--- config.mk ---
export PLATFORM = sky130hd
export DESIGN_NAME = pf_prefetch_unit
export DESIGN_NICKNAME = d
export VERILOG_FILES = /design/src/rtl/pf_pkg.sv /design/src/rtl/pf_addr_gen.sv /design/src/rtl/pf_byte_fifo.sv /design/src/rtl/pf_prefetch_unit.sv
export SDC_FILE = /design/constraint.sdc
export NUM_CORES = 1
export LEC_CHECK = 0
export BUFFER_PORTS_ARGS = -buffer_cell sky130_fd_sc_hd__buf_2
export CORE_UTILIZATION = 62
export DETAILED_ROUTE_END_ITERATION = 6
export GPL_TIMING_DRIVEN = 0
export HOLD_SLACK_MARGIN = 0.03
export PLACE_DENSITY = 0.86
export SLEW_MARGIN = 20
export SYNTH_ARGS = -nofsm -noshare
export SYNTH_HDL_FRONTEND = slang
export SYNTH_SLANG_ARGS = --single-unit
--- constraint.sdc ---
create_clock -name clk -period 7.09 [get_ports clk]
set_clock_uncertainty 0.05 [all_clocks]
set_input_delay 1.0635 -clock clk [delete_from_list [all_inputs] [get_ports clk]]
set_output_delay 1.0635 -clock clk [all_outputs]
set_load 0.02 [all_outputs]
--- src/rtl/pf_pkg.sv ---
`timescale 1ns/1ps
package pf_pkg;
   localparam int SEG_W     = 16;
   localparam int OFF_W     = 16;
   localparam int SEG_SHIFT = 4;
   localparam int PA_W      = 20;
   localparam int BYTE_W    = 8;

   typedef logic [BYTE_W-1:0] byte_t;

   // segment moved up by SEG_SHIFT plus zero-extended offset, truncated to PA_W
   function automatic logic [PA_W-1:0] phys_addr(input logic [SEG_W-1:0] seg,
                                                  input logic [OFF_W-1:0] off);
      logic [PA_W-1:0] base;
      logic [PA_W-1:0] ofs;
      base = PA_W'({seg, {SEG_SHIFT{1'b0}}});
      ofs  = PA_W'(off);
      return base + ofs;
   endfunction
endpackage

--- src/rtl/pf_addr_gen.sv ---
`timescale 1ns/1ps
module pf_addr_gen #(
   parameter int BUS_W = 16,
   parameter int CNT_W = 3
) (
   input  logic [pf_pkg::SEG_W-1:0] seg,
   input  logic [pf_pkg::OFF_W-1:0] off,
   input  logic [CNT_W-1:0]         free_slots,
   output logic [pf_pkg::PA_W-1:0]  phys,
   output logic [1:0]               need,
   output logic                     room,
   output logic                     bhe_n_act
);
   assign phys = pf_pkg::phys_addr(seg, off);

   generate
      if (BUS_W == 16) begin : g_wide
         // odd address: high lane only; even address: whole word
         assign need      = off[0] ? 2'd1 : 2'd2;
         assign bhe_n_act = 1'b0;
      end else begin : g_narrow
         assign need      = 2'd1;
         assign bhe_n_act = 1'b1;
      end
   endgenerate

   assign room = (free_slots >= CNT_W'(need));
endmodule

--- src/rtl/pf_byte_fifo.sv ---
`timescale 1ns/1ps
module pf_byte_fifo #(
   parameter int DEPTH = 6,
   localparam int PTR_W = (DEPTH > 1) ? $clog2(DEPTH) : 1,
   localparam int CNT_W = $clog2(DEPTH + 1)
) (
   input  logic               clk,
   input  logic               rst_n,
   input  logic               clear,
   input  logic [1:0]         wr_cnt,
   input  pf_pkg::byte_t      wr_first,
   input  pf_pkg::byte_t      wr_second,
   input  logic               rd_en,
   output pf_pkg::byte_t      rd_data,
   output logic [CNT_W-1:0]   count
);
   pf_pkg::byte_t    mem [DEPTH];
   logic [PTR_W-1:0] wptr, rptr;

   function automatic logic [PTR_W-1:0] step(input logic [PTR_W-1:0] p);
      return (p == PTR_W'(DEPTH - 1)) ? '0 : p + 1'b1;
   endfunction

   always_ff @(posedge clk) begin
      if (!clear) begin
         if (wr_cnt != 2'd0) mem[wptr]       <= wr_first;
         if (wr_cnt == 2'd2) mem[step(wptr)] <= wr_second;
      end
   end

   always_ff @(posedge clk) begin
      if (!rst_n || clear) begin
         wptr  <= '0;
         rptr  <= '0;
         count <= '0;
      end else begin
         if (wr_cnt == 2'd2)      wptr <= step(step(wptr));
         else if (wr_cnt == 2'd1) wptr <= step(wptr);
         if (rd_en) rptr <= step(rptr);
         count <= count + CNT_W'(wr_cnt) - CNT_W'(rd_en);
      end
   end

   assign rd_data = mem[rptr];

   a_r5_no_overflow: assert property (@(posedge clk) disable iff (!rst_n)
      count <= CNT_W'(DEPTH));
   a_r10_no_underflow: assert property (@(posedge clk) disable iff (!rst_n)
      rd_en |-> (count != '0));
endmodule

--- src/rtl/pf_prefetch_unit.sv ---
`timescale 1ns/1ps
module pf_prefetch_unit #(
   parameter int                       BUS_W   = 16,
   parameter int                       Q_DEPTH = 6,
   parameter logic [pf_pkg::SEG_W-1:0] RST_SEG = 16'hF000,
   parameter logic [pf_pkg::OFF_W-1:0] RST_OFF = 16'hFFF0
) (
   input  logic                     clk,
   input  logic                     rst_n,
   input  logic                     flush,
   input  logic [pf_pkg::SEG_W-1:0] flush_seg,
   input  logic [pf_pkg::OFF_W-1:0] flush_off,
   input  logic                     op_claim,
   output logic                     req_valid,
   input  logic                     req_ready,
   output logic [pf_pkg::PA_W-1:0]  req_addr,
   output logic                     req_bhe_n,
   input  logic                     rsp_valid,
   input  logic [BUS_W-1:0]         rsp_data,
   input  logic                     pop_req,
   output logic                     pop_valid,
   output logic [pf_pkg::BYTE_W-1:0] pop_byte
);
   localparam int CNT_W = $clog2(Q_DEPTH + 1);

   generate
      if (!(BUS_W == 8 || BUS_W == 16)) begin : g_bad_bus
         $error("pf_prefetch_unit: BUS_W must be 8 or 16");
      end
      if (Q_DEPTH < 4) begin : g_bad_depth
         $error("pf_prefetch_unit: Q_DEPTH must be at least 4");
      end
   endgenerate

   logic [pf_pkg::SEG_W-1:0] seg_q;
   logic [pf_pkg::OFF_W-1:0] off_q;
   logic                     busy_q;
   logic                     drop_q;
   logic [1:0]               need_q;

   logic [CNT_W-1:0]         q_count;
   logic [CNT_W-1:0]         q_free;
   logic [1:0]               need;
   logic                     room;
   logic                     bhe_n_act;
   logic                     accept;
   logic                     land;
   pf_pkg::byte_t            lane_first, lane_second;

   assign q_free = CNT_W'(Q_DEPTH) - q_count;

   pf_addr_gen #(.BUS_W(BUS_W), .CNT_W(CNT_W)) addr_i (
      .seg        (seg_q),
      .off        (off_q),
      .free_slots (q_free),
      .phys       (req_addr),
      .need       (need),
      .room       (room),
      .bhe_n_act  (bhe_n_act)
   );

   assign req_valid = !busy_q && !op_claim && !flush && room;
   assign req_bhe_n = req_valid ? bhe_n_act : 1'b1;
   assign accept    = req_valid && req_ready;
   assign land      = busy_q && rsp_valid && !drop_q && !flush;

   generate
      if (BUS_W == 16) begin : g_wide_lanes
         assign lane_first  = (need_q == 2'd1) ? rsp_data[15:8] : rsp_data[7:0];
         assign lane_second = rsp_data[15:8];

         a_r4_word_room: assert property (@(posedge clk) disable iff (!rst_n)
            (req_valid && !req_addr[0]) |-> (q_count <= CNT_W'(Q_DEPTH - 2)));
      end else begin : g_narrow_lanes
         assign lane_first  = rsp_data[7:0];
         assign lane_second = rsp_data[7:0];
      end
   endgenerate

   always_ff @(posedge clk) begin
      if (!rst_n) begin
         seg_q  <= RST_SEG;
         off_q  <= RST_OFF;
         busy_q <= 1'b0;
         drop_q <= 1'b0;
         need_q <= 2'd0;
      end else begin
         if (accept) begin
            busy_q <= 1'b1;
            need_q <= need;
            drop_q <= 1'b0;
         end else if (busy_q && rsp_valid) begin
            busy_q <= 1'b0;
            drop_q <= 1'b0;
         end
         if (land) off_q <= off_q + pf_pkg::OFF_W'(need_q);
         if (flush) begin
            seg_q  <= flush_seg;
            off_q  <= flush_off;
            drop_q <= busy_q && !rsp_valid;
         end
      end
   end

   pf_byte_fifo #(.DEPTH(Q_DEPTH)) fifo_i (
      .clk       (clk),
      .rst_n     (rst_n),
      .clear     (flush),
      .wr_cnt    (land ? need_q : 2'd0),
      .wr_first  (lane_first),
      .wr_second (lane_second),
      .rd_en     (pop_req && pop_valid),
      .rd_data   (pop_byte),
      .count     (q_count)
   );

   assign pop_valid = (q_count != '0);

   a_r7_one_outstanding: assert property (@(posedge clk) disable iff (!rst_n)
      (req_valid && req_ready) |=> !req_valid);
   a_r8_flush_empties: assert property (@(posedge clk) disable iff (!rst_n)
      flush |=> !pop_valid);
   a_r8_flush_restart: assert property (@(posedge clk) disable iff (!rst_n)
      flush |=> (req_addr == (({4'b0, $past(flush_seg)} << 4) + {4'b0, $past(flush_off)})));
   a_r3_idle_lanes: assert property (@(posedge clk) disable iff (!rst_n)
      (!req_valid) |-> req_bhe_n);
endmodule

==> impl_summary.md, run 1 <==
Global route
Summed over all layers, the global routing overflow is 0. Across every metal layer, demand over resource in global routing totals 29.4%. The global-route wire length before repair is 20200 µm. The via count of the first global-routing pass came to 4440.

The number of antenna violations at the first check in global routing is 0. Entering global routing, the biggest net connects 18 pins.

STA
Of the available clock period, the critical path in the final layout requires 52.6%. Setup repair after global routing left no endpoint under its margin. For the pin with the worst max-slew slack, the measured transition is 0.878 ns. Subtracting the final worst setup slack from the clock period gives 3.73 ns.

Derived from the worst setup path, the maximum achievable clock frequency is 0.268 GHz. The summed negative setup slack over all endpoints is 0 ns. The final-report setup violation count is 0. Measured against its own limit, the worst slew margin works out to 41.0%. The max-slew violation count is 0. The final worst-path setup slack is 3.36 ns. The hold violation total from the final report was 0.

Critical path
The largest individual stage delay along the critical path comes from the cell sky130_fd_sc_hd__dfxtp_1. The kind of critical path is reg -> out. In this run the critical register-to-register path is launched from busy_q.

The kind of launch point of the worst setup path is a flip-flop. The dominant cell type by count on the critical path is sky130_fd_sc_hd__o21ai_1. STA puts the critical path data arrival time at 2.62 ns.

The most critical setup path has its endpoint at req_addr[15]. The biggest cell delay along the critical path is 0.53 ns. Traced cell by cell, the critical path runs through ha_1 > a211oi_2 > o21ai_1 > a31oi_1 > o21ai_1 > o311a_1 > buf_2. For flop-to-flop paths, the worst setup slack is 4.25 ns. In this run the worst path has a maximum fanout of 7. The most critical setup path has its startpoint at off_q[5]. Data on the critical path is required at its endpoint by 5.98 ns. The kind of capture point of the worst setup path is a primary output. The endpoint identified for the worst register-to-register timing path is fifo_i.mem[0][4].

The depth of the most critical reg-to-reg path is 10.

Clock network
The longest clock path from root to sink contains 2 buffers. The count of clock tree sinks is 96. The root buffer selected by CTS is sky130_fd_sc_hd__clkbuf_8. In this run the number of H-tree levels came out at 3.

TritonCTS built the clock tree. The count of buffers added by post-CTS timing repair for setup is 0. The number of buffers inserted for hold repair after clock tree synthesis is 0. The CTS clock-pin slew for the worst setup and hold paths is 0.09 ns. Counting the buffers created by CTS gives 9. After clock tree synthesis, the repair step resized 0 gates. The later pin in the worst-skew pair is clocked with a latency of 0.37 ns.

Routing
Dividing the detail-routed wire length by the instance count gives 16.4 µm. The remaining routing DRC violations is 0. The vias per cell is 5.87. Across all layers, the routed design uses 4464 vias. The detail route stage leaves a number of antenna-violating nets equal to 0.

The number of DRC markers after the initial detailed-route iteration is 267. Wires add up to 12500 µm. The number of detailed-routing iterations run before antenna repair is 5.

Floorplanning
The number of placement rows is 33. From left edge to right edge, the die measures 95.4 µm. The vertical die dimension is 95.4 µm. The effective utilization at floorplan is 64.9%. In this run the count of I/O pins placed on the die edge is 86. The total core area is 8340 µm². The die covers 9110 µm².

Cells and area
The non-filler instance count after layout is 761. The layout has 607 filler cells. The share of the core filled with cells is 74.2%. The net count reported at finish is 732. The number of diodes is 0.

The area overhead of the layout relative to synthesis is 14.4%. The layout cell share with drive strength beyond 1 is 21.3%. After routing the design area is 6190 µm².

Place
The global placer's final weighted congestion is 0.853. The total cell area at the placement stage is 5980 µm². Prior to clock tree synthesis, the placed netlist has a worst setup slack of 2.97 ns. Once placement completed, the tool counted placed cells totaling 745. The count of buffers added on input and output ports is 85. The total half-perimeter wirelength after legalization and detailed placement is 9610 µm.

Yosys
Summing the sequential cell areas from Yosys gives 44.4% of the chip area. The post-synthesis cell type count is 58. The cell area that synthesis handed to floorplanning was 5410 µm².

Ranked by total cell area, the synthesized netlist is headed by sky130_fd_sc_hd__edfxtp_1 (27%), sky130_fd_sc_hd__dfxtp_1 (18%), sky130_fd_sc_hd__mux2i_1 (7.8%), sky130_fd_sc_hd__a21oi_1 (6.8%), sky130_fd_sc_hd__nor2_1 (6.4%). The post-synthesis cell count is 555. The number of flip-flops and latches in the synthesized netlist is 96. The dominant register cell in the synthesized netlist is sky130_fd_sc_hd__edfxtp_1.

The mean post-synth cell area is 9.75 µm². The net count after synthesis is 636. Yosys printed 0 warnings.

After synthesis, the share of flip-flops with an asynchronous set or reset is 0%. The top cell type by area accounts for 26.6% of the synthesized area. The number of enable flip-flop cells after synthesis is 48. sky130_fd_sc_hd__edfxtp_1 takes more of the synthesized area than any other cell.

Power and ir drop
Across the VDD grid, the largest voltage drop is 0.000135 V. In this run the power density over the cells is 194 nW/µm². The leakage power figure is 2.53 nW.

Status
The flow ran to the end, and the final reports show no timing, DRC or antenna violations.

Flow run
The max capacitance violation total is 0.

Min path
The min-delay analysis places its worst path in the category reg -> reg. The worst hold path passes through 2 cells.
[critical path: cells and delay by family (launching register included)]
| family | cells | cell delay (ns) |
|---|---|---|
| compound gates | 5 | 1.24 |
| flops | 1 | 0.53 |
| fa+ha+maj | 1 | 0.32 |
| buf+inv | 1 | 0.16 |
[area by class of cell]
type	instances	area, µm²	area share [%]
Clock buffer	9	124	2.00
Inverter	18	67.6	1.09
Sequential cell	96	2400	38.8
Multi-Input combinational cell	410	2800	45.2
Clock inverter	7	80.1	1.29
Tap cell	105	131	2.12
Timing Repair Buffer	85	425	6.87
Buffer	31	158	2.55
[worst min path at each step]
stage / slack (ns) / startpoint / end
after floorplan: 0.41 / fifo_i.rptr[1] / flip-flop
after global placement: 0.43 / fifo_i.rptr[1] / fifo_i.rptr[2]
after detailed placement: 0.44 / seg_q[2] / seg_q[2]
after CTS: 0.46 / seg_q[2] / seg_q[2]
after global routing: 0.48 / seg_q[2] / seg_q[2]
final: 0.46 / seg_q[2] / seg_q[2]
[cells by family (layout without fill, tap and decap cells)]
kind of cell	Yosys count	in the layout	share of synthesized area [%]
AND/OR/NAND/NOR	192	192	17.2
AO/OA/AOI/OAI	114	114	12.2
flip-flops	96	96	44.4
multiplexers	50	50	11.1
buffers and inverters	49	150	4.16
XOR/XNOR	28	28	4.53
adder cells (fa/ha/maj)	26	26	6.43
[cells in the mapped netlist, types with 5 or more instances]
cell type	n
sky130_fd_sc_hd__ha_1	23
sky130_fd_sc_hd__xor2_1	13
sky130_fd_sc_hd__a21oi_1	74
sky130_fd_sc_hd__inv_1	17
sky130_fd_sc_hd__xnor2_1	15
sky130_fd_sc_hd__buf_2	12
sky130_fd_sc_hd__mux2i_1	42
sky130_fd_sc_hd__nor3_1	10
sky130_fd_sc_hd__o21ai_0	11
sky130_fd_sc_hd__nor2_1	92
sky130_fd_sc_hd__nor2b_1	6
sky130_fd_sc_hd__edfxtp_1	48
sky130_fd_sc_hd__nand2_1	31
sky130_fd_sc_hd__buf_4	5
sky130_fd_sc_hd__dfxtp_1	48
sky130_fd_sc_hd__clkbuf_1	13
sky130_fd_sc_hd__and2_1	9
sky130_fd_sc_hd__mux4_2	8
sky130_fd_sc_hd__nand3_1	10
[layer usage]
layer,vias to the layer above,GRT usage [%],share of wire (%)
li1,2156,-,-
met4,0,12.4,2.2
met2,179,52.8,52
met1,2104,34.0,39
met3,25,5.82,6.6
met5,-,0,0
[per-stage QoR]
stage / total power, mW / hold slack (ns)
6_report: 1.20 / 0.456
5_1_grt: 1.25 / 0.485
4_1_cts: 1.20 / 0.463
3_5_place_dp: 0.838 / 0.440
3_3_place_gp: 0.831 / 0.425
2_1_floorplan: 0.767 / 0.410
[cells in the final DEF, fill, tap and decap left out, types with 3 or more instances in the layout]
master / netlist / layout
sky130_fd_sc_hd__o211ai_1: 3 / 3
sky130_fd_sc_hd__o21ai_0: 11 / 11
sky130_fd_sc_hd__clkbuf_8: 0 / 9
sky130_fd_sc_hd__dfxtp_1: 48 / 48
sky130_fd_sc_hd__buf_4: 5 / 5
sky130_fd_sc_hd__inv_1: 17 / 17
sky130_fd_sc_hd__nor3_1: 10 / 9
sky130_fd_sc_hd__nor2_1: 92 / 92
sky130_fd_sc_hd__and2_1: 9 / 9
sky130_fd_sc_hd__mux2i_1: 42 / 42
sky130_fd_sc_hd__mux4_2: 8 / 8
sky130_fd_sc_hd__xor2_1: 13 / 13
sky130_fd_sc_hd__nand2_1: 31 / 31
sky130_fd_sc_hd__nor2b_1: 6 / 6
sky130_fd_sc_hd__edfxtp_1: 48 / 48
sky130_fd_sc_hd__ha_1: 23 / 23
sky130_fd_sc_hd__xnor2_1: 15 / 15
sky130_fd_sc_hd__a21o_1: 3 / 3
sky130_fd_sc_hd__a21oi_1: 74 / 74
sky130_fd_sc_hd__nand3_1: 10 / 10
sky130_fd_sc_hd__a211oi_1: 4 / 4
sky130_fd_sc_hd__clkbuf_1: 13 / 13
sky130_fd_sc_hd__fa_1: 3 / 3
sky130_fd_sc_hd__nor4_1: 4 / 3
sky130_fd_sc_hd__buf_2: 12 / 97
sky130_fd_sc_hd__o21ai_1: 3 / 3
sky130_fd_sc_hd__nand4_1: 4 / 4
sky130_fd_sc_hd__nand2b_1: 3 / 3
sky130_fd_sc_hd__nand3b_1: 3 / 3
[sequential cells by signal, indices dropped and copies added (netlist names), named ones only]
| signal | cells |
|---|---|
| busy_q | 1 |
| drop_q | 1 |
| fifo_i.wptr | 3 |
| fifo_i.mem | 48 |
| off_q | 16 |
| seg_q | 16 |
| fifo_i.count | 3 |
| fifo_i.rptr | 3 |
| need_q | 2 |
[where the power goes]
part | switching [mW] | internal [mW]
clock network | 0.207 | 0.167
registers | 0.0130 | 0.593
logic | 0.132 | 0.0900
total | 0.351 | 0.850
Note: power is estimated with default switching activity, not from simulation.
==> inputs of run 2 (changes only) <==
- CORE_UTILIZATION: 62 -> 57
- PLACE_DENSITY: 0.86 -> 0.8
- clock period: 7.09 -> 3.7 ns (I/O delays scaled with it)
==> run 2 against run 1 <==
  * Die area rose by 8.6%
  * Wire length fell by 0.72%
  * Critical path depth rose by 1
  * Register-to-register slack got worse by 3.4 ns
  * Power rose by 88%
  * Highest routed layer unchanged
  * Global-route usage fell by 3.3 points
  * Non-clock buffer count did not move
  * Clock-buffer cell count did not move
  * Clock power rose by 81%
  * Largest power group unchanged
  * Critical endpoint is now req_addr[14]
==> impl_summary.md, run 2 (synthesized netlist as in run 1, its figures left out) <==
Status
The flow ran to the end, and the final reports show no timing, DRC or antenna violations.

Global route
Entering global routing, the biggest net connects 20 pins. Summed over all layers, the global routing overflow is 0. The number of antenna violations at the first check in global routing was 0. The via count of the first global-routing pass is 4294.

Global routing consumed, over all layers together, 26.2% of the routing resources. The global-route wire length before repair is 20300 µm.

STA
Setup violations remaining at the end of the flow were counted as 0. Setup repair after global routing left no endpoint under its margin. The worst path in the final design needs a cycle of 3.17 ns, including I/O delays and setup. The final worst-path cycle share is 85.8%. At the pin with the least slew margin, the transition time is 0.921 ns. The hold violation total from the final report was 0. The worst slew margin relative to its limit is 38.1%. The max-slew violation count came to 0. The maximum clock rate is 0.315 GHz. The summed negative setup slack over all endpoints is 0 ns.

Place
Once placement finished, the instance area stood at 5990 µm². The number of buffer cells added on primary ports is 85. At the end of routability-driven placement, the weighted congestion stood at 0.936. In this run, placement finished with an instance count of 751. Detailed placement ended at an HPWL of 9500 µm.

Power and ir drop
In this run the power density over the cells is 366 nW/µm². The worst ir drop on vdd is 0.000254 V. Summed over all cells, the static leakage comes to 2.52 nW.

Cells and area
The count of filler cells inserted in the layout is 737. The multi-input logic area is 2800 µm². Leaving out filler cells and counting taps, the final layout contains 767. The most frequent standard cell in the layout excluding fill and tap cells is sky130_fd_sc_hd__buf_2.

The top cell types in the final layout, fill and taps aside, are sky130_fd_sc_hd__buf_2 (97), sky130_fd_sc_hd__nor2_1 (92), sky130_fd_sc_hd__a21oi_1 (74). The net count reported at finish is 732. The share of the core filled with cells is 67.3%. The finished cells cover 6190 µm².

Of the cells placed in the final design, the portion with a size suffix greater than 1 is 21.3%. The largest registers in the layout are fifo_i.mem: 48 flops, off_q: 16 flops, seg_q: 16 flops. The area overhead of the layout relative to synthesis is 14.3%. The number of antenna diodes in the final layout is 0. The register with the highest flop count is fifo_i.mem. The register with the most flip-flops in the layout has 48 of them. The area taken by flip-flops and latches is 2400 µm².

Clock network
The number of buffers inserted for hold repair after clock tree synthesis is 0. Clock-pin slew was measured on the worst setup and hold paths at 0.11 ns. Buffers inserted during clock tree synthesis total 9. The number of instances resized during post-cts repair is 0.

The H-tree generated during clock tree synthesis spans 3 levels. For the worst-skew pair, the clock arrives at the later sink with an insertion delay of 0.37 ns. The root buffer selected by CTS is sky130_fd_sc_hd__clkbuf_8. The count of clock tree sinks is 96. The clock tree buffer depth is 2.

TritonCTS built the clock tree. Post-CTS timing repair inserted 0 buffers for setup.

Floorplanning
The vertical die dimension is 99.4 µm. The number of placement rows is 35. The effective utilization at floorplan is 58.8%.

The core region is 9200 µm². The die area is 9890 µm². The number of ports placed on the die boundary is 86. Measured along the x axis, the die boundary spans 99.4 µm.

Critical path
STA classifies the critical path endpoint as a primary output. Along the worst path, the maximum fanout reaches 4. The worst register-to-register path has a setup slack of 0.84 ns.

Data arrives at the worst endpoint at 2.57 ns. The kind of launch point of the worst setup path is a flip-flop. The required time at the worst-slack endpoint is 3.09 ns.

The kind of critical path is reg -> out.

Min path
The class of the most critical hold timing path is in -> reg.

Flow run
Across the run, the number of max-cap violations was 0.

Routing
The vias per cell is 5.77. The residual antenna-violating net count after detailed routing is 0. Across all layers, the routed design uses 4423 vias. The number of DRC markers after the initial detailed-route iteration is 262. For this run, design rule violations remaining after detail routing come to 0. The number of detailed-routing iterations run before antenna repair is 5. Wires add up to 12400 µm. The routed wirelength normalized by instance count is 16.1 µm.
-- run 2: changes by cell type in the layout (fill, tap and decap cells not counted) --
cell | previous run | this run
sky130_fd_sc_hd__bufinv_16 | 1 | 0
sky130_fd_sc_hd__clkinv_8 | 0 | 1
sky130_fd_sc_hd__clkinvlp_2 | 1 | 0
sky130_fd_sc_hd__inv_8 | 1 | 2
sky130_fd_sc_hd__clkinvlp_4 | 1 | 2
sky130_fd_sc_hd__clkinv_4 | 2 | 1
-- run 2: layout make-up --
type	count	area share (%)
clock inverters	7	1.15
flip-flops and latches	96	38.8
plain buffers	31	2.55
well taps	111	2.24
inverters	18	1.09
multi-input cells	410	45.3
repair buffers	85	6.88
clock buffers	9	2.00
-- run 2: where the power goes --
part           internal [mW]  switching (mW)
clock network          0.263           0.414
registers               1.14          0.0259
logic                  0.172           0.252
total                   1.57           0.693
-- run 2: path summary, 6_finish.rpt --
| path | start | end | cells past startpoint |
|---|---|---|---|
| worst min-delay path | flush_seg[15] | seg_q[15] | 3 |
| worst min register to register | fifo_i.rptr[1] | fifo_i.rptr[2] | 2 |
| worst max register to register | drop_q | fifo_i.mem[0][2] | 10 |
| worst max-delay path | off_q[4] | req_addr[14] | 8 |
-- run 2: critical path, stage by stage (launching register included) --
cell	delay, ns
sky130_fd_sc_hd__dfxtp_1	0.36
sky130_fd_sc_hd__ha_1	0.27
sky130_fd_sc_hd__fa_1	0.42
sky130_fd_sc_hd__a21o_1	0.21
sky130_fd_sc_hd__nand3_1	0.15
sky130_fd_sc_hd__a21oi_1	0.15
sky130_fd_sc_hd__a211oi_1	0.29
sky130_fd_sc_hd__xnor2_1	0.17
sky130_fd_sc_hd__buf_2	0.19
-- run 2: layer usage --
layer	share of wire [%]	vias to the layer above	global-route usage [%]
met5	0	-	0
met4	2.1	0	9.62
met3	5.9	20	4.36
met2	51	165	47.1
met1	41	2078	31.4
li1	-	2160	-
-- run 2: per-stage QoR --
step / hold slack [ns] / total power, mW / worst slack (ns)
finish: 0.349 / 2.26 / 0.527
floorplan: 0.410 / 1.47 / 0.806
global route: 0.349 / 2.36 / 0.359
global placement: 0.424 / 1.59 / 0.0440
CTS: 0.342 / 2.27 / 0.351
detailed placement: 0.437 / 1.61 / -0.0255
